**config.mk**
```make
export PLATFORM = sky130hd
export DESIGN_NAME = rxc_receiver
export DESIGN_NICKNAME = d
export VERILOG_FILES = /design/src/rtl/rxc_pkg.sv /design/src/rtl/rxc_lane_map.sv /design/src/rtl/rxc_capture.sv /design/src/rtl/rxc_receiver.sv
export SDC_FILE = /design/constraint.sdc
export NUM_CORES = 1
export LEC_CHECK = 0
export CAP_MARGIN = 20
export CORE_MARGIN = 1.5
export CORE_UTILIZATION = 53
export CTS_CLUSTER_DIAMETER = 50
export DETAILED_ROUTE_END_ITERATION = 6
export GPL_TIMING_DRIVEN = 0
export PLACE_DENSITY_LB_ADDON = 0.1
export SLEW_MARGIN = 30
export SYNTH_ARGS = -nofsm -noshare
export SYNTH_HDL_FRONTEND = slang
export SYNTH_SLANG_ARGS = --single-unit
```
**constraint.sdc**
```tcl
create_clock -name clk -period 3 [get_ports clk]
set_input_delay 0.75 -clock clk [delete_from_list [all_inputs] [get_ports clk]]
set_output_delay 0.75 -clock clk [all_outputs]
set_load 0.02 [all_outputs]
```
**src/rtl/rxc_pkg.sv**
```systemverilog
package rxc_pkg;
    localparam int WORD_W   = 12;
    localparam int DATA_MAX = 10;
    localparam int CMD_MAX  = 4;

    typedef struct packed {
        logic              is_cmd;
        logic [WORD_W-1:0] word;
    } sym_t;

    function automatic int data_width(input logic [1:0] m);
        case (m)
            2'b00:   return 8;
            2'b01:   return 9;
            default: return 10;
        endcase
    endfunction

    // output lane carrying command bit j
    function automatic logic [3:0] cmd_lane(input int j);
        case (j)
            0:       return 4'd10;
            1:       return 4'd11;
            2:       return 4'd9;
            default: return 4'd8;
        endcase
    endfunction
endpackage

```
**src/rtl/rxc_lane_map.sv**
```systemverilog
module rxc_lane_map
    import rxc_pkg::*;
(
    input  logic [1:0]        mode_sel,
    input  logic              is_cmd,
    input  logic [WORD_W-1:0] word,
    input  logic [WORD_W-1:0] bus_q,
    output logic [WORD_W-1:0] bus_d
);
    int dw;

    always_comb begin
        bus_d = bus_q;
        dw    = data_width(mode_sel);
        if (!is_cmd) begin
            for (int i = 0; i < DATA_MAX; i++) begin
                if (i < dw) bus_d[i] = word[i];
            end
        end else begin
            for (int j = 0; j < CMD_MAX; j++) begin
                if (j < WORD_W - dw) bus_d[cmd_lane(j)] = word[j];
            end
        end
    end
endmodule

```
**src/rtl/rxc_capture.sv**
```systemverilog
module rxc_capture
    import rxc_pkg::*;
(
    input  logic              clk,
    input  logic              rst,
    input  logic              load_en,
    input  logic              take_en,
    input  logic              sym_sync,
    input  logic              sym_cmd,
    input  logic [WORD_W-1:0] sym_word,
    input  logic              catch_en,
    output logic              stage_v,
    output sym_t              stage_sym
);
    typedef struct packed {
        logic armed;
        logic held_v;
        sym_t held;
        logic stage_v;
        sym_t stage;
    } cap_t;

    localparam cap_t CAP_RST = '{armed: 1'b1, held_v: 1'b0, held: '0,
                                 stage_v: 1'b0, stage: '0};

    cap_t st_q, st_d;
    logic sync_evt;

    always_comb begin
        st_d     = st_q;
        sync_evt = (load_en && sym_sync) || !catch_en;
        if (take_en) st_d.stage_v = 1'b0;
        if (sync_evt) begin
            st_d.armed = 1'b1;
            if (st_q.held_v) begin
                st_d.stage_v = 1'b1;
                st_d.stage   = st_q.held;
                st_d.held_v  = 1'b0;
            end
        end else if (load_en && st_q.armed) begin
            st_d.held_v      = 1'b1;
            st_d.held.is_cmd = sym_cmd;
            st_d.held.word   = sym_word;
            st_d.armed       = 1'b0;
        end
    end

    always_ff @(posedge clk) begin
        if (rst) st_q <= CAP_RST;
        else     st_q <= st_d;
    end

    assign stage_v   = st_q.stage_v;
    assign stage_sym = st_q.stage;

    // armed and holding a capture are mutually exclusive
    a_r9_arm_excl: assert property (@(posedge clk) disable iff (rst)
        !(st_q.armed && st_q.held_v));
    // a capture only follows a load with the claim input high
    a_r8_capture_needs_catch: assert property (@(posedge clk) disable iff (rst)
        $rose(st_q.held_v) |-> $past(load_en && catch_en && !sym_sync));
endmodule

```
**src/rtl/rxc_receiver.sv**
```systemverilog
module rxc_receiver
    import rxc_pkg::*;
(
    input  logic              clk,
    input  logic              rst,
    input  logic              load_en,
    input  logic              mid_en,
    input  logic              sym_sync,
    input  logic              sym_cmd,
    input  logic [WORD_W-1:0] sym_word,
    input  logic [1:0]        mode_sel,
    input  logic              catch_en,
    output logic              byte_clk,
    output logic [7:0]        par_data,
    output logic [1:0]        par_mix,
    output logic [1:0]        par_cmd,
    output logic              data_stb,
    output logic              cmd_stb,
    output logic              got_mine
);
    typedef struct packed {
        logic              bclk;
        logic              dstb;
        logic              cstb;
        logic              igm;
        logic              last_sync;
        logic              last_catch;
        logic [WORD_W-1:0] bus;
    } rx_t;

    localparam rx_t RX_RST = '{bclk: 1'b1, dstb: 1'b0, cstb: 1'b0, igm: 1'b1,
                               last_sync: 1'b0, last_catch: 1'b1, bus: '0};

    rx_t               r_q, r_d;
    logic              stage_v;
    sym_t              stage_sym;
    logic [WORD_W-1:0] map_bus;

    rxc_capture u_capture (
        .clk      (clk),
        .rst      (rst),
        .load_en  (load_en),
        .take_en  (mid_en),
        .sym_sync (sym_sync),
        .sym_cmd  (sym_cmd),
        .sym_word (sym_word),
        .catch_en (catch_en),
        .stage_v  (stage_v),
        .stage_sym(stage_sym)
    );

    rxc_lane_map u_lane_map (
        .mode_sel(mode_sel),
        .is_cmd  (stage_sym.is_cmd),
        .word    (stage_sym.word),
        .bus_q   (r_q.bus),
        .bus_d   (map_bus)
    );

    always_comb begin
        r_d = r_q;
        if (load_en) begin
            r_d.bclk       = 1'b0;
            r_d.dstb       = 1'b0;
            r_d.cstb       = 1'b0;
            r_d.last_sync  = sym_sync;
            r_d.last_catch = catch_en;
        end
        if (mid_en) begin
            r_d.bclk = 1'b1;
            if (r_q.last_sync)       r_d.igm = 1'b0;
            else if (r_q.last_catch) r_d.igm = 1'b1;
            if (stage_v) begin
                r_d.bus  = map_bus;
                r_d.dstb = !stage_sym.is_cmd;
                r_d.cstb = stage_sym.is_cmd;
            end
        end
    end

    always_ff @(posedge clk) begin
        if (rst) r_q <= RX_RST;
        else     r_q <= r_d;
    end

    assign byte_clk = r_q.bclk;
    assign par_data = r_q.bus[7:0];
    assign par_mix  = r_q.bus[9:8];
    assign par_cmd  = r_q.bus[11:10];
    assign data_stb = r_q.dstb;
    assign cmd_stb  = r_q.cstb;
    assign got_mine = r_q.igm;

    a_r6_no_overlap: assert property (@(posedge clk) disable iff (rst)
        !(load_en && mid_en));
    a_r5_dstb_at_mid: assert property (@(posedge clk) disable iff (rst)
        $rose(data_stb) |-> $past(mid_en));
    a_r5_cstb_at_mid: assert property (@(posedge clk) disable iff (rst)
        $rose(cmd_stb) |-> $past(mid_en));
    a_r5_one_strobe: assert property (@(posedge clk) disable iff (rst)
        !(data_stb && cmd_stb));
    a_r5_drop_on_load: assert property (@(posedge clk) disable iff (rst)
        load_en |=> (!data_stb && !cmd_stb));
    a_r6_bclk_fall: assert property (@(posedge clk) disable iff (rst)
        $fell(byte_clk) |-> $past(load_en));
    a_r6_bclk_rise: assert property (@(posedge clk) disable iff (rst)
        $rose(byte_clk) |-> $past(mid_en));
    a_r10_igm_fall: assert property (@(posedge clk) disable iff (rst)
        $fell(got_mine) |-> $past(mid_en));
    a_r4_lanes_at_mid: assert property (@(posedge clk) disable iff (rst)
        !$stable({par_cmd, par_mix, par_data}) |-> $past(mid_en));
endmodule

```
== Yosys cells after proc, flatten, opt, wreduce, memory -nomap -nowiden ==
Index checks and enable logic that the tools add are counted.
W data, S select, Z words.

* Flip-flop bits (word level): 47
* Bits of input ports: 21
* Output and inout bits: 16
* Logic and storage cells: 133

* $add $sub $neg: 1
* $lt $le $gt $ge: 22
* Equal/unequal tests: 1
* Muxes and demuxes: 47
* Bitwise operators: 1
* Reduce and logical (&&, ||, !) cells: 37

{| class="wikitable"
|+ Operator list
! kind !! count
|-
| $mux W12 || 7
|-
| $lt A3 B32 Y1 const A || 2
|-
| $bwmux W12 || 4
|-
| $reduce_and A3 Y1 || 11
|-
| $lt A1 B32 Y1 const A || 1
|-
| $lt A2 B32 Y1 const A || 1
|-
| $mux W4 || 8
|-
| $mux W14 || 2
|-
| $reduce_bool A2 Y1 || 11
|-
| $lt A4 B5 Y1 const B || 4
|-
| $mux W1 || 17
|-
| $demux W1 S4 || 4
|-
| $ge A4 B1 Y1 const B || 4
|-
| $lt A3 B4 Y1 const A || 4
|-
| $mux W10 || 1
|-
| $lt A1 B4 Y1 const A || 2
|-
| $lt A2 B4 Y1 const A || 2
|-
| $lt A4 B4 Y1 const A || 2
|-
| $logic_and A1 B1 Y1 || 6
|-
| $reduce_and A2 Y1 || 3
|-
| $sub A4 B4 Y5 const A || 1
|-
| $mux W2 || 2
|-
| $pmux W2 S2 || 1
|-
| $reduce_or A2 Y1 || 2
|-
| 6 further kinds || 7
|}

== Depth between registers and ports, before layout ==
* Word-level depth: 22
* Gate-level depth with buffers: 5
* Depth with buffers taken out: 3

== Modules after synthesis ==
From an unflattened synthesis, not the netlist that was laid out.

* Cell total of the unflattened synthesis: 249
* Area total of the unflattened synthesis: 2,273.4 sq um

{| class="wikitable"
|+ By module, submodules not included
! module !! instances !! cells an instance !! area an instance (sq um) !! sequential area each (sq um)
|-
| rxc_capture || 1 || 142 || 1,270.0 || 580.6
|-
| rxc_receiver || 1 || 88 || 788.3 || 360.3
|-
| rxc_lane_map || 1 || 19 || 215.2 || 0.0
|}

== Least setup slack after synthesis ==
OpenSTA, ideal clock, no wires.

* Kind: in2reg
* Start point: input load_en
* End point: register u_capture.st_q, in the netlist u_capture.stage_sym[1]
* Library setup time: 0.071 ns
* Arrival: 1.532 ns
* Required time: 2.929 ns
* Slack: 1.397 ns
* Cell stages on the path: 5
* Path buffers: 2
* Cell sequence: buf_2 a21boi_0 clkbuf_2 o21ai_0 a21oi_1

* Longest elaborated chain between the ends: 3

{| class="wikitable"
|+ Ends and longest elaborated chain
! element !! RTL line !! source
|-
| from (decl) || rxc_receiver.sv:6 || <nowiki>input logic load_en,</nowiki>
|-
| $logic_and A1 B1 Y1 || rxc_capture.sv:31 || <nowiki>sync_evt = (load_en && sym_sync) || !catch_en;</nowiki>
|-
| $logic_or A1 B1 Y1 || rxc_capture.sv:31 ||
|-
| $reduce_and A2 Y1 (no source line) || - ||
|-
| to (signal assigned) || rxc_capture.sv:50 || <nowiki>else st_q <= st_d;</nowiki>
|-
| to (decl) || rxc_capture.sv:26 || <nowiki>cap_t st_q, st_d;</nowiki>
|}

Every way passes these cells.
A chain may end at the register's enable or synchronous reset.

== Final worst setup path ==
* Start point: register r_q, in the netlist par_data[4]
* End point: output par_data[4]

{| class="wikitable"
|+ RTL lines
! element !! RTL line !! source
|-
| from (decl) || rxc_receiver.sv:34 || <nowiki>rx_t r_q, r_d;</nowiki>
|-
| from (signal assigned) || rxc_receiver.sv:83 || <nowiki>else r_q <= r_d;</nowiki>
|-
| to (decl) || rxc_receiver.sv:14 || <nowiki>output logic [7:0] par_data,</nowiki>
|}

No word-level cell between the ends.

==> summary.log <==
INFO  status         status=completed
INFO  synthesis      synth_simple_gate_area_share=16.4%
INFO  clock_network  cts_made_buffers=5
INFO  sta            totalNegativeSetupSlack=0ns
INFO  clock_network  clkLatencyLatePin=0.35ns
INFO  clock_network  cts_max_level=2
INFO  clock_network  cts.hold.buffers_added=0
INFO  setup_path     data_arrival_time_of_the_critical_path=1.41ns
INFO  drt            ant_nets_after_route=0
INFO  die            die_height=59.8um
INFO  place          dpl.cell_count=271
INFO  power_and_ir_drop cellLeakagePower=0.860nW
INFO  worst_hold_path timing.hold.worst.start=data_stb
INFO  setup_path     crit_path_end_kind=primary output
INFO  clock_network  clk_pin_slew=0.12ns
INFO  sta            final_max_slew_viol_count=0
INFO  power_and_ir_drop report.power.total=0.000947W
INFO  drt            via_density_per_instance=5.12
INFO  layout         area_growth_syn_to_layout=25.2%
INFO  synthesis      synth.net_count=216
INFO  setup_path     timing.critical_path.required=2.25ns
INFO  place          port_buffers=32
INFO  layout         num_antenna_cells=0
INFO  global_routing first_pass_grt_wire_length=5810um
INFO  worst_hold_path whs_endpoint=data_stb
INFO  power_and_ir_drop peakVddDrop=0.333mV
INFO  global_routing grt.overflow.total=0
INFO  layout         instances_no_fill=278
INFO  layout         share_of_final_layout_standard_cells_stronger_than_drive_strength_1=13.2%
INFO  setup_path     worst_path_dominant_cell_family=buffers and inverters
INFO  synthesis      fraction_of_the_yosys_area_taken_by_sequential_cells=50.3%
INFO  setup_path     reg2reg_slack=1.66ns
INFO  place          placed_area=2090squm
INFO  sta            unrepaired_setup_endpoints_after_global_routing=no
INFO  setup_path     r2r_end=par_data[4]
INFO  sta            fin_skew=0.00568ns
INFO  sta            setup_viol=0
INFO  synthesis      fraction_of_the_mapped_netlist_area_in_compound_gates=15.3%
INFO  drt            detailedRoute.firstPassIterationCount=5
INFO  place          gpl.final_weighted_congestion=0.797
INFO  worst_hold_path hold_path.class=flip-flop to flip-flop
INFO  die            core=3050squm
INFO  setup_path     slowest_delay=0.61ns
INFO  synthesis      synth.cell_area=1710squm
INFO  drt            detail_route.iter0.violations=52
INFO  clock_network  clockRootBuffer=clkbuf_4
INFO  sta            worst_slack=0.837ns
INFO  setup_path     crit_buf_inv=2
INFO  synthesis      post_syn_instances=195
INFO  drt            routed_wl_per_cell=12.0um
INFO  synthesis      synth_largest_area_cell=dfxtp_1
INFO  synthesis      synthesis.area_per_instance=8.77squm
INFO  place          dp_hpwl=2480um
INFO  setup_path     critPathLaunchType=flip-flop
INFO  synthesis      netlist_top_cells_area=dfxtp_1 50%, a21oi_1 8.5%, mux2i_1 7.6%, nand2_1 5.5%, buf_4 5.3%
INFO  die            dieArea=3580squm
INFO  setup_path     timing.rr.start=u_capture.stage_sym[12]
INFO  clock_network  post_cts_resized=0
INFO  sta            worst-slew-pin-transition=0.505ns
INFO  clock_network  post_cts_buffers=0
INFO  synthesis      synthMuxAreaShare=8.27%
INFO  clock_network  ctsLongestPathBuffers=2
INFO  sta            hold_violations=0
INFO  flow_run       cap_viol_max_count=0
INFO  setup_path     worst-setup-path-type=flip-flop to primary output
INFO  sta            timing.final.crit_period=2.16ns
INFO  drt            routed_wirelength=3340um
INFO  synthesis      synth_top_family_by_area=simple AND/OR/NAND/NOR gates
INFO  synthesis      yosys.area_share.xor_xnor=0.512%
INFO  sta            fmax=462MHz
INFO  global_routing track_usage=21.9%
INFO  layout         final_nets=255
INFO  global_routing grt_antenna_before_repair=0
INFO  synthesis      synth_adder_area_share=0%
INFO  sta            finalCritPeriodShare=72.1%
INFO  worst_hold_path worst_hold_stages=2
INFO  synthesis      synthDistinctLibCells=29
INFO  setup_path     crit_path_top_delay_cell=clkdlybuf4s50_1
INFO  die            placementRows=20
INFO  place          pre_cts_slack=0.791ns
INFO  die            top_level_ports=37
INFO  sta            max_slew_margin=66.3%
INFO  clock_network  numClockSinks=43
INFO  setup_path     ff2ff_path_depth=5
INFO  die            dieWidth=59.8um
INFO  synthesis      ys_ff_latch=43
INFO  clock_network  tritoncts=done
INFO  global_routing number_of_global_route_vias_before_repair=1354
INFO  setup_path     critical_path.cell_chain=buf_4 -> clkdlybuf4s50_1
INFO  layout         finish.instance_area=2140squm
INFO  global_routing grt_start_max_net_pins=13
INFO  synthesis      ys.warnings.count=0
INFO  drt            via_count=1424
INFO  synthesis      top_cell_type_s_share_of_synthesized_area=50.3%
INFO  die            initial_core_util=56.0%
INFO  setup_path     crit_path_max_fanout=2
INFO  power_and_ir_drop power_density=442nW/um^2
INFO  drt            drc_errors=0
## layout by cell type, fill, tap and decap left out, types with 2 or more instances in the layout
| master | Yosys | routed |
|---|---|---|
| a21oi_1 | 29 | 29 |
| buf_2 | 5 | 5 |
| buf_4 | 12 | 12 |
| clkbuf_1 | 7 | 7 |
| clkbuf_4 | 0 | 5 |
| clkdlybuf4s50_1 | 0 | 32 |
| dfxtp_1 | 43 | 43 |
| inv_1 | 3 | 3 |
| mux2i_1 | 13 | 13 |
| nand2_1 | 25 | 25 |
| nand3_1 | 13 | 13 |
| nor2_1 | 13 | 13 |
| nor3_1 | 2 | 2 |
| o21ai_0 | 13 | 13 |
## power by group
part	internal, W	switching (W)	total [W]
Combinational	0.0000365	0.0000396	0.0000760
Clock	0.000109	0.000176	0.000285
Sequential	0.000581	0.00000599	0.000587
## worst reg2reg max path: cells and delay by family (launching register included)
family                 cells  cell delay [ns]
and+or+nand+nor            2             0.20
DFF                        1             0.33
buffers and inverters      2             0.48
muxes                      1             0.22
## state kept, by name, indices dropped and copies added, names as in the netlist
| name | count |
|---|---|
| data_stb | 1 |
| par_cmd | 2 |
| u_capture.st_q | 13 |
| cmd_stb | 1 |
| par_data | 8 |
| r_q | 2 |
| par_mix | 2 |
| u_capture.stage_sym | 11 |
| got_mine | 1 |
| u_capture.stage_v | 1 |
| byte_clk | 1 |
## synthesized netlist by cell type (all sizes together)
| cell type | number |
|---|---|
| nand2b | 1 |
| or4 | 1 |
| nor2 | 13 |
| nand3b | 1 |
| o21ai | 13 |
| and2b | 1 |
| dfxtp | 43 |
| a21bo | 1 |
| nand4b | 1 |
| buf | 17 |
| and4b | 1 |
| o311a | 1 |
| a21oi | 29 |
| nand2 | 26 |
| mux2i | 13 |
| and2 | 1 |
| xnor2 | 1 |
| o31ai | 1 |
| a21boi | 1 |
| nand3 | 13 |
| mux2 | 1 |
| o21a | 1 |
| nor3 | 2 |
| o21bai | 1 |
| inv | 3 |
| clkbuf | 8 |
## cell families after synthesis
logic type / Yosys count
AOI/OAI and AO/OA: 48
muxes: 14
buffers and inverters: 28
and+or+nand+nor: 61
DFF: 43
xor gates and xnor gates: 1
## how the worst max path moves through the flow
stage | startpoint | endpoint | slack [ns] | cells after the start
after floorplan | load_en | u_capture.stage_sym[1] | 1.40 | 5
after global placement | mid_en | par_mix[0] | 0.80 | 4
after detailed placement | catch_en | u_capture.stage_sym[6] | 0.79 | 5
after CTS | par_data[4] | par_data[4] | 0.82 | 2
after global routing | par_data[4] | par_data[4] | 0.77 | 2
final | par_data[4] | par_data[4] | 0.84 | 2
## through the flow
stage	util, %	hold slack (ns)
after floorplan	-	0.437
after CTS	70.2	0.467
after detailed placement	68.3	0.450
after global placement	68.3	0.442
after global routing	70.2	0.485
final	70.2	0.470
## metal layers
metal | wire [um] | track usage (%) | up-vias
met5 | 0 | 0 | -
met4 | 56 | 9.21 | 0
met3 | 170 | 7.58 | 6
met2 | 1600 | 36.3 | 38
met1 | 1520 | 25.4 | 649
li1 | - | - | 731
## area by class of cell
type | count | area [sq um]
clock inverter | 1 | 5.00
inverter | 3 | 11.3
multi-input combinational | 124 | 692
buffer | 25 | 146
tap | 44 | 55.1
timing repair buffer | 32 | 320
clock buffer | 6 | 51.3
fill | 262 | 911
sequential | 43 | 861
Power figures use the tool's default switching activity.
